**src/rtl/ser_tx_pkg.sv**
```systemverilog
package ser_tx_pkg;

  typedef enum logic [2:0] {
    ST_IDLE,
    ST_WAIT,
    ST_START,
    ST_DATA,
    ST_PAR,
    ST_STOP
  } ser_state_e;

  localparam logic [1:0] LEN_MINUS1 = 2'd2;
  localparam logic [1:0] LEN_MINUS2 = 2'd3;

  localparam logic [2:0] PAR_EVEN  = 3'd0;
  localparam logic [2:0] PAR_ODD   = 3'd1;
  localparam logic [2:0] PAR_ZERO  = 3'd2;
  localparam logic [2:0] PAR_ONE   = 3'd3;

  localparam logic [1:0] STOP_TWO  = 2'd2;

endpackage

```
**src/rtl/ser_tx_rstsync.sv**
```systemverilog
module ser_tx_rstsync #(
  parameter int STAGES = 2
) (
  input  logic clk,
  input  logic rst_n,
  output logic rst_sync_n
);
  logic [STAGES-1:0] sync_q;

  always_ff @(posedge clk or negedge rst_n) begin
    if (!rst_n) begin
      sync_q <= '0;
    end else begin
      sync_q <= {sync_q[STAGES-2:0], 1'b1};
    end
  end

  assign rst_sync_n = sync_q[STAGES-1];
endmodule

```
**src/rtl/ser_tx_fmt.sv**
```systemverilog
module ser_tx_fmt
  import ser_tx_pkg::*;
#(
  parameter int DATA_W = 8,
  parameter int CNT_W  = $clog2(DATA_W)
) (
  input  logic [DATA_W-1:0] in_data,
  input  logic [1:0]        len_sel,
  input  logic [2:0]        par_sel,
  input  logic [1:0]        stp_sel,
  output logic [DATA_W-1:0] data_m,
  output logic [CNT_W-1:0]  last_idx,
  output logic              par_on,
  output logic              par_bit,
  output logic              two_stop
);
  localparam logic [CNT_W-1:0] IDX_FULL = CNT_W'(DATA_W - 1);
  localparam logic [CNT_W-1:0] IDX_M1   = CNT_W'(DATA_W - 2);
  localparam logic [CNT_W-1:0] IDX_M2   = CNT_W'(DATA_W - 3);

  logic ones_odd;

  always_comb begin
    case (len_sel)
      LEN_MINUS1: last_idx = IDX_M1;
      LEN_MINUS2: last_idx = IDX_M2;
      default:    last_idx = IDX_FULL;
    endcase
  end

  // unsent upper bits are cleared so they take no part in parity
  for (genvar g = 0; g < DATA_W; g++) begin : g_mask
    assign data_m[g] = in_data[g] & (CNT_W'(g) <= last_idx);
  end

  assign ones_odd = ^data_m;

  always_comb begin
    par_on  = 1'b1;
    par_bit = 1'b0;
    case (par_sel)
      PAR_EVEN: par_bit = ones_odd;
      PAR_ODD:  par_bit = ~ones_odd;
      PAR_ZERO: par_bit = 1'b0;
      PAR_ONE:  par_bit = 1'b1;
      default:  par_on  = 1'b0;
    endcase
  end

  assign two_stop = (stp_sel == STOP_TWO);
endmodule

```
**src/rtl/ser_tx_ctrl.sv**
```systemverilog
module ser_tx_ctrl (
  input  logic clk,
  input  logic rst_n,
  input  logic tx_en,
  input  logic tx_dis,
  input  logic brk_start,
  input  logic brk_stop,
  output logic en_q,
  output logic brk_q
);
  logic en_d;
  logic brk_d;

  always_comb begin
    en_d = en_q;
    if (tx_dis) begin
      en_d = 1'b0;
    end else if (tx_en) begin
      en_d = 1'b1;
    end
  end

  always_comb begin
    brk_d = brk_q;
    if (brk_stop) begin
      brk_d = 1'b0;
    end else if (brk_start) begin
      brk_d = 1'b1;
    end
  end

  always_ff @(posedge clk or negedge rst_n) begin
    if (!rst_n) begin
      en_q  <= 1'b0;
      brk_q <= 1'b0;
    end else begin
      en_q  <= en_d;
      brk_q <= brk_d;
    end
  end
endmodule

```
**src/rtl/ser_tx_shift.sv**
```systemverilog
module ser_tx_shift
  import ser_tx_pkg::*;
#(
  parameter int DATA_W = 8,
  parameter int CNT_W  = $clog2(DATA_W)
) (
  input  logic              clk,
  input  logic              rst_n,
  input  logic              bit_tick,
  input  logic              clr,
  input  logic              load,
  input  logic [DATA_W-1:0] ld_data,
  input  logic [CNT_W-1:0]  ld_last,
  input  logic              ld_par_on,
  input  logic              ld_par_bit,
  input  logic              ld_two,
  output logic              ser_line,
  output logic              busy,
  output logic              idle,
  output logic              done
);
  ser_state_e        state_q,  state_d;
  logic [DATA_W-1:0] shreg_q,  shreg_d;
  logic [CNT_W-1:0]  idx_q,    idx_d;
  logic [CNT_W-1:0]  last_q,   last_d;
  logic              par_on_q, par_on_d;
  logic              par_q,    par_d;
  logic              two_q,    two_d;
  logic              more_q,   more_d;
  logic              done_q,   done_d;

  always_comb begin
    state_d  = state_q;
    shreg_d  = shreg_q;
    idx_d    = idx_q;
    last_d   = last_q;
    par_on_d = par_on_q;
    par_d    = par_q;
    two_d    = two_q;
    more_d   = more_q;
    done_d   = 1'b0;
    if (clr) begin
      state_d = ST_IDLE;
      more_d  = 1'b0;
    end else begin
      case (state_q)
        ST_IDLE: begin
          if (load) begin
            state_d  = ST_WAIT;
            shreg_d  = ld_data;
            last_d   = ld_last;
            par_on_d = ld_par_on;
            par_d    = ld_par_bit;
            two_d    = ld_two;
          end
        end
        ST_WAIT: begin
          // align the start bit to a bit boundary
          if (bit_tick) state_d = ST_START;
        end
        ST_START: begin
          if (bit_tick) begin
            state_d = ST_DATA;
            idx_d   = '0;
          end
        end
        ST_DATA: begin
          if (bit_tick) begin
            shreg_d = shreg_q >> 1;
            if (idx_q == last_q) begin
              if (par_on_q) begin
                state_d = ST_PAR;
              end else begin
                state_d = ST_STOP;
                more_d  = two_q;
              end
            end else begin
              idx_d = idx_q + CNT_W'(1);
            end
          end
        end
        ST_PAR: begin
          if (bit_tick) begin
            state_d = ST_STOP;
            more_d  = two_q;
          end
        end
        ST_STOP: begin
          if (bit_tick) begin
            if (more_q) begin
              more_d = 1'b0;
            end else begin
              state_d = ST_IDLE;
              done_d  = 1'b1;
            end
          end
        end
        default: state_d = ST_IDLE;
      endcase
    end
  end

  always_ff @(posedge clk or negedge rst_n) begin
    if (!rst_n) begin
      state_q  <= ST_IDLE;
      shreg_q  <= '0;
      idx_q    <= '0;
      last_q   <= '0;
      par_on_q <= 1'b0;
      par_q    <= 1'b0;
      two_q    <= 1'b0;
      more_q   <= 1'b0;
      done_q   <= 1'b0;
    end else begin
      state_q  <= state_d;
      shreg_q  <= shreg_d;
      idx_q    <= idx_d;
      last_q   <= last_d;
      par_on_q <= par_on_d;
      par_q    <= par_d;
      two_q    <= two_d;
      more_q   <= more_d;
      done_q   <= done_d;
    end
  end

  always_comb begin
    case (state_q)
      ST_START: ser_line = 1'b0;
      ST_DATA:  ser_line = shreg_q[0];
      ST_PAR:   ser_line = par_q;
      default:  ser_line = 1'b1;
    endcase
  end

  assign busy = (state_q == ST_START) || (state_q == ST_DATA) ||
                (state_q == ST_PAR)   || (state_q == ST_STOP);
  assign idle = (state_q == ST_IDLE);
  assign done = done_q;
endmodule

```
**src/rtl/ser_tx_core.sv**
```systemverilog
module ser_tx_core
  import ser_tx_pkg::*;
#(
  parameter int DATA_W = 8
) (
  input  logic              clk,
  input  logic              rst_n,
  input  logic              bit_tick,
  input  logic              in_valid,
  input  logic [DATA_W-1:0] in_data,
  output logic              in_ready,
  input  logic [1:0]        len_sel,
  input  logic [2:0]        par_sel,
  input  logic [1:0]        stp_sel,
  input  logic              tx_en,
  input  logic              tx_dis,
  input  logic              brk_start,
  input  logic              brk_stop,
  input  logic              tx_rst,
  output logic              line_out,
  output logic              busy,
  output logic              done
);
  localparam int CNT_W = $clog2(DATA_W);

  logic              rst_sync_n;
  logic              en_q;
  logic              brk_q;
  logic              ser_line;
  logic              idle;
  logic              load;
  logic [DATA_W-1:0] data_m;
  logic [CNT_W-1:0]  last_idx;
  logic              par_on;
  logic              par_bit;
  logic              two_stop;

  ser_tx_rstsync #(.STAGES(2)) u_rs (
    .clk        (clk),
    .rst_n      (rst_n),
    .rst_sync_n (rst_sync_n)
  );

  ser_tx_ctrl u_ctrl (
    .clk       (clk),
    .rst_n     (rst_sync_n),
    .tx_en     (tx_en),
    .tx_dis    (tx_dis),
    .brk_start (brk_start),
    .brk_stop  (brk_stop),
    .en_q      (en_q),
    .brk_q     (brk_q)
  );

  ser_tx_fmt #(.DATA_W(DATA_W), .CNT_W(CNT_W)) u_fmt (
    .in_data  (in_data),
    .len_sel  (len_sel),
    .par_sel  (par_sel),
    .stp_sel  (stp_sel),
    .data_m   (data_m),
    .last_idx (last_idx),
    .par_on   (par_on),
    .par_bit  (par_bit),
    .two_stop (two_stop)
  );

  assign in_ready = idle & en_q & ~brk_q & ~tx_rst;
  assign load     = in_valid & in_ready;

  ser_tx_shift #(.DATA_W(DATA_W), .CNT_W(CNT_W)) u_shift (
    .clk        (clk),
    .rst_n      (rst_sync_n),
    .bit_tick   (bit_tick),
    .clr        (tx_rst),
    .load       (load),
    .ld_data    (data_m),
    .ld_last    (last_idx),
    .ld_par_on  (par_on),
    .ld_par_bit (par_bit),
    .ld_two     (two_stop),
    .ser_line   (ser_line),
    .busy       (busy),
    .idle       (idle),
    .done       (done)
  );

  assign line_out = ser_line & ~brk_q;
endmodule

```
**config.mk**
```make
export PLATFORM = sky130hd
export DESIGN_NAME = ser_tx_core
export DESIGN_NICKNAME = d
export VERILOG_FILES = /design/src/rtl/ser_tx_pkg.sv /design/src/rtl/ser_tx_rstsync.sv /design/src/rtl/ser_tx_fmt.sv /design/src/rtl/ser_tx_ctrl.sv /design/src/rtl/ser_tx_shift.sv /design/src/rtl/ser_tx_core.sv
export SDC_FILE = /design/constraint.sdc
export NUM_CORES = 1
export LEC_CHECK = 0
export ABC_AREA = 1
export BUFFER_PORTS_ARGS = -buffer_cell sky130_fd_sc_hd__buf_4
export CORE_MARGIN = 2
export CORE_UTILIZATION = 40
export CTS_CLUSTER_SIZE = 40
export DETAILED_ROUTE_END_ITERATION = 6
export GPL_ROUTABILITY_DRIVEN = 1
export HOLD_SLACK_MARGIN = 0.03
export PLACE_DENSITY = 0.63
export SLEW_MARGIN = 20
export SYNTH_ARGS = -nofsm -noshare
export SYNTH_HDL_FRONTEND = slang
export SYNTH_SLANG_ARGS = --single-unit
```
**constraint.sdc**
```tcl
create_clock -name clk -period 1.45 [get_ports clk]
set_input_delay 0.0725 -clock clk [delete_from_list [all_inputs] [get_ports clk]]
set_output_delay 0.0725 -clock clk [all_outputs]
set_load 0.02 [all_outputs]
```
==> results.tsv <==
metric	value	unit
outcome	finished with violations	
violations	setup timing	
crit_slowest_cell	dfrtp_2	
detail_route.wl_per_cell	11.5	um
stdcell_count	320	
placed_cells	296	
path_delay_family	simple AND/OR/NAND/NOR gates	
path_cells	nor3_4 -> nand2_2 -> nor2_4 -> buf_6 -> buf_6	
syn-instance-count	208	
row_count	22	
grt_pass1_wl	6220	um
slew_violations	0	
whs	0.0284	ns
max_stage_delay	0.47	ns
postLayoutCellArea	0.00231	mm2
synth_area_per_cell	7.56	um2
syn_to_final_growth	46.6	%
yosysWarnings	0	
cp_common_cell	buf_6	
ir_worst_vdd	0.602	mV
cts_tree	built	
fin_worst_skew	0.0108	ns
syn_area	0.00157	mm2
fin_crit_sh	1.04	
clockBufferDepth	2	
crit_type	register to output port	
start_util	0.423	
holdPathStages	3	
rsz0062_at_grt	yes	
power.density	1690	mW/mm2
leakage	1.21	nW
cts_num_sinks	26	
hpwl	2620	um
io-pin-count	28	
antenna_left	0	
drt-initial-drc-count	93	
synth.net_count	233	
hold_start	stp_sel[1]	
arrival	1.43	ns
report.final.hold_viol_count	0	
htree_levels	1	
ys_ff_latch	26	
dieWidth	66.7	um
layout_setup_ws	-0.0523	ns
fill_cells	344	
die_area	0.00445	mm2
clk_latency	0.28	ns
die_h	66.7	um
cts_root_buf	clkbuf_8	
worstReg2RegStart	u_shift.state_q[2]	
drv_cap	0	
ff2ff_setup_slack	-0.02	ns
drt-total-wl	3690	um
worstPathBufferInverterCount	2	
min_period	1.50	ns
viasPerCell	4.60	
crit_fanout	4	
crit_path_end_kind	output port	
path_clk_slew	0.10	ns
antenna_cells	0	
grt_antenna_before_repair	0	
grt_pass1_vias	1435	
core_area	0.00372	mm2
setup_viol	10	
worstRegToRegCells	7	
hold_class	primary input to register	
cp.required	1.38	ns
yosys.area.top_type	dfrtp_1	
fmax	0.666	GHz
place_congestion	0.819	
cts_buffers	3	
synth_area_leaders	dfrtp_1, nand2_1, inv_1	
yosys.area.top_type_share	0.414	
finish.utilization	0.621	
worstSetupStartpointType	register	
nNetsFinal	298	
vias	1473	
overflow	0	
ys_seq_area_frac	0.414	
place_area	0.00193	mm2
synth.distinct_cells	32	
global_route.usage.total	0.182	
route.detailed.drc	0	
r2r_end	u_shift.shreg_q[7]	
grt_max_degree	25	
drive_above_1_share	0.390	
drtPass1Iterations	4	
cp_num_cells	5	
io_buffers	27	
hold_end	u_shift.two_q	
-- registers in the layout (all words and copies together) (netlist names) --
register,count
u_shift.two_q,1
u_shift.par_on_q,1
u_shift.more_q,1
u_shift.idx_q,3
u_ctrl.en_q,1
u_shift.par_q,1
u_shift.done,1
u_shift.state_q,3
u_shift.shreg_q,8
u_rs.sync_q,2
u_ctrl.brk_q,1
u_shift.last_q,3
-- routing by layer --
| layer | vias to the layer above | wire length [um] | global-route usage |
|---|---|---|---|
| met5 | - | 0 | 0 |
| met1 | 663 | 1710 | 0.232 |
| met3 | 4 | 73 | 0.0270 |
| met2 | 14 | 1870 | 0.324 |
| met4 | 0 | 31 | 0.0434 |
| li1 | 792 | - | - |
-- Yosys cell counts, drive strengths merged --
| library cell | count |
|---|---|
| nor2 | 15 |
| ha | 1 |
| clkinv | 1 |
| a211oi | 1 |
| a31oi | 1 |
| nand3b | 2 |
| clkbuf | 1 |
| conb | 1 |
| dfrtp | 26 |
| a21boi | 1 |
| nor3b | 1 |
| buf | 3 |
| nor3 | 3 |
| o211ai | 1 |
| or2 | 1 |
| nand3 | 13 |
| inv | 26 |
| o21ai | 22 |
| xnor2 | 2 |
| o31ai | 1 |
| a21oi | 5 |
| nand4 | 2 |
| nand2 | 74 |
| mux2i | 2 |
| o22ai | 2 |
-- cell type report --
type	instances	area, um2	share of cell area
Multi-Input combinational cell	152	897	0.389
Sequential cell	26	653	0.283
Timing Repair Buffer	63	518	0.225
Inverter	27	106	0.0461
Tap cell	48	60.1	0.0260
Clock buffer	3	41.3	0.0179
Clock inverter	1	30.0	0.0130
-- worst min-delay path, stage by stage --
cell and delay, ns:
buf_4 0.08, nand3b_1 0.07, nand2_1 0.06
-- cell families (layout without fill, tap and decap cells) --
| logic type | after synthesis | count (layout) | share of synthesized area |
|---|---|---|---|
| AO/OA/AOI/OAI | 34 | 34 | 0.137 |
| XOR/XNOR | 2 | 2 | 0.0111 |
| adder cells (fa/ha/maj) | 1 | 1 | 0.00795 |
| buffers and inverters | 31 | 94 | 0.0867 |
| flip-flops | 26 | 26 | 0.414 |
| multiplexers | 2 | 2 | 0.0127 |
| other | 1 | 1 | 0.00238 |
| AND/OR/NAND/NOR | 111 | 112 | 0.329 |
-- metrics by stage --
step	setup TNS, ns	setup WS [ns]	power, mW
6_report	-0.180	-0.0523	3.91
5_1_grt	-1.63	-0.113	4.23
4_1_cts	-0.177	-0.0690	3.73
3_5_place_dp	-0.535	-0.0938	2.74
3_3_place_gp	-0.139	-0.0222	2.71
2_1_floorplan	-0.778	-0.135	2.26
-- power breakdown --
group	internal, mW	switching, mW	total (mW)
clock network	0.370	0.236	0.605
logic	1.01	1.07	2.09
registers	0.995	0.218	1.21
total	2.38	1.53	3.91
-- layout by cell type (no fill, tap or decap), types with 3 or more instances in the layout --
cell type / count
a21oi_2: 3
buf_4: 49
buf_6: 8
clkbuf_8: 3
dfrtp_1: 24
dlygate4sd3_1: 6
inv_1: 22
inv_2: 4
nand2_1: 58
nand2_2: 8
nand2_4: 7
nand3_1: 10
nand3_2: 3
nor2_1: 11
o21ai_0: 10
o21ai_1: 5
o21ai_2: 7
-- worst max path at each step --
| stage | start | slack (ns) | to |
|---|---|---|---|
| final | u_shift.state_q[2] | -0.05 | in_ready |
| after global routing | u_shift.state_q[2] | -0.11 | line_out |
| after CTS | u_shift.state_q[2] | -0.07 | line_out |
| after detailed placement | u_shift.state_q[2] | -0.09 | u_shift.shreg_q[7] |
| after global placement | u_shift.state_q[2] | -0.02 | u_shift.shreg_q[7] |
| after floorplan | u_shift.state_q[2] | -0.14 | u_shift.shreg_q[7] |
-- repair_timing --
action                                 in CTS  in global routing
pin swaps                                   5                  2
setup endpoints to repair                  17                 23
endpoints found under the hold margin       6                  0
buffers inserted                            9                  4
resized for setup                          22                 22
hold buffers                                6                  0
gates cloned                                1                  0
Power figures use the tool's default switching activity.
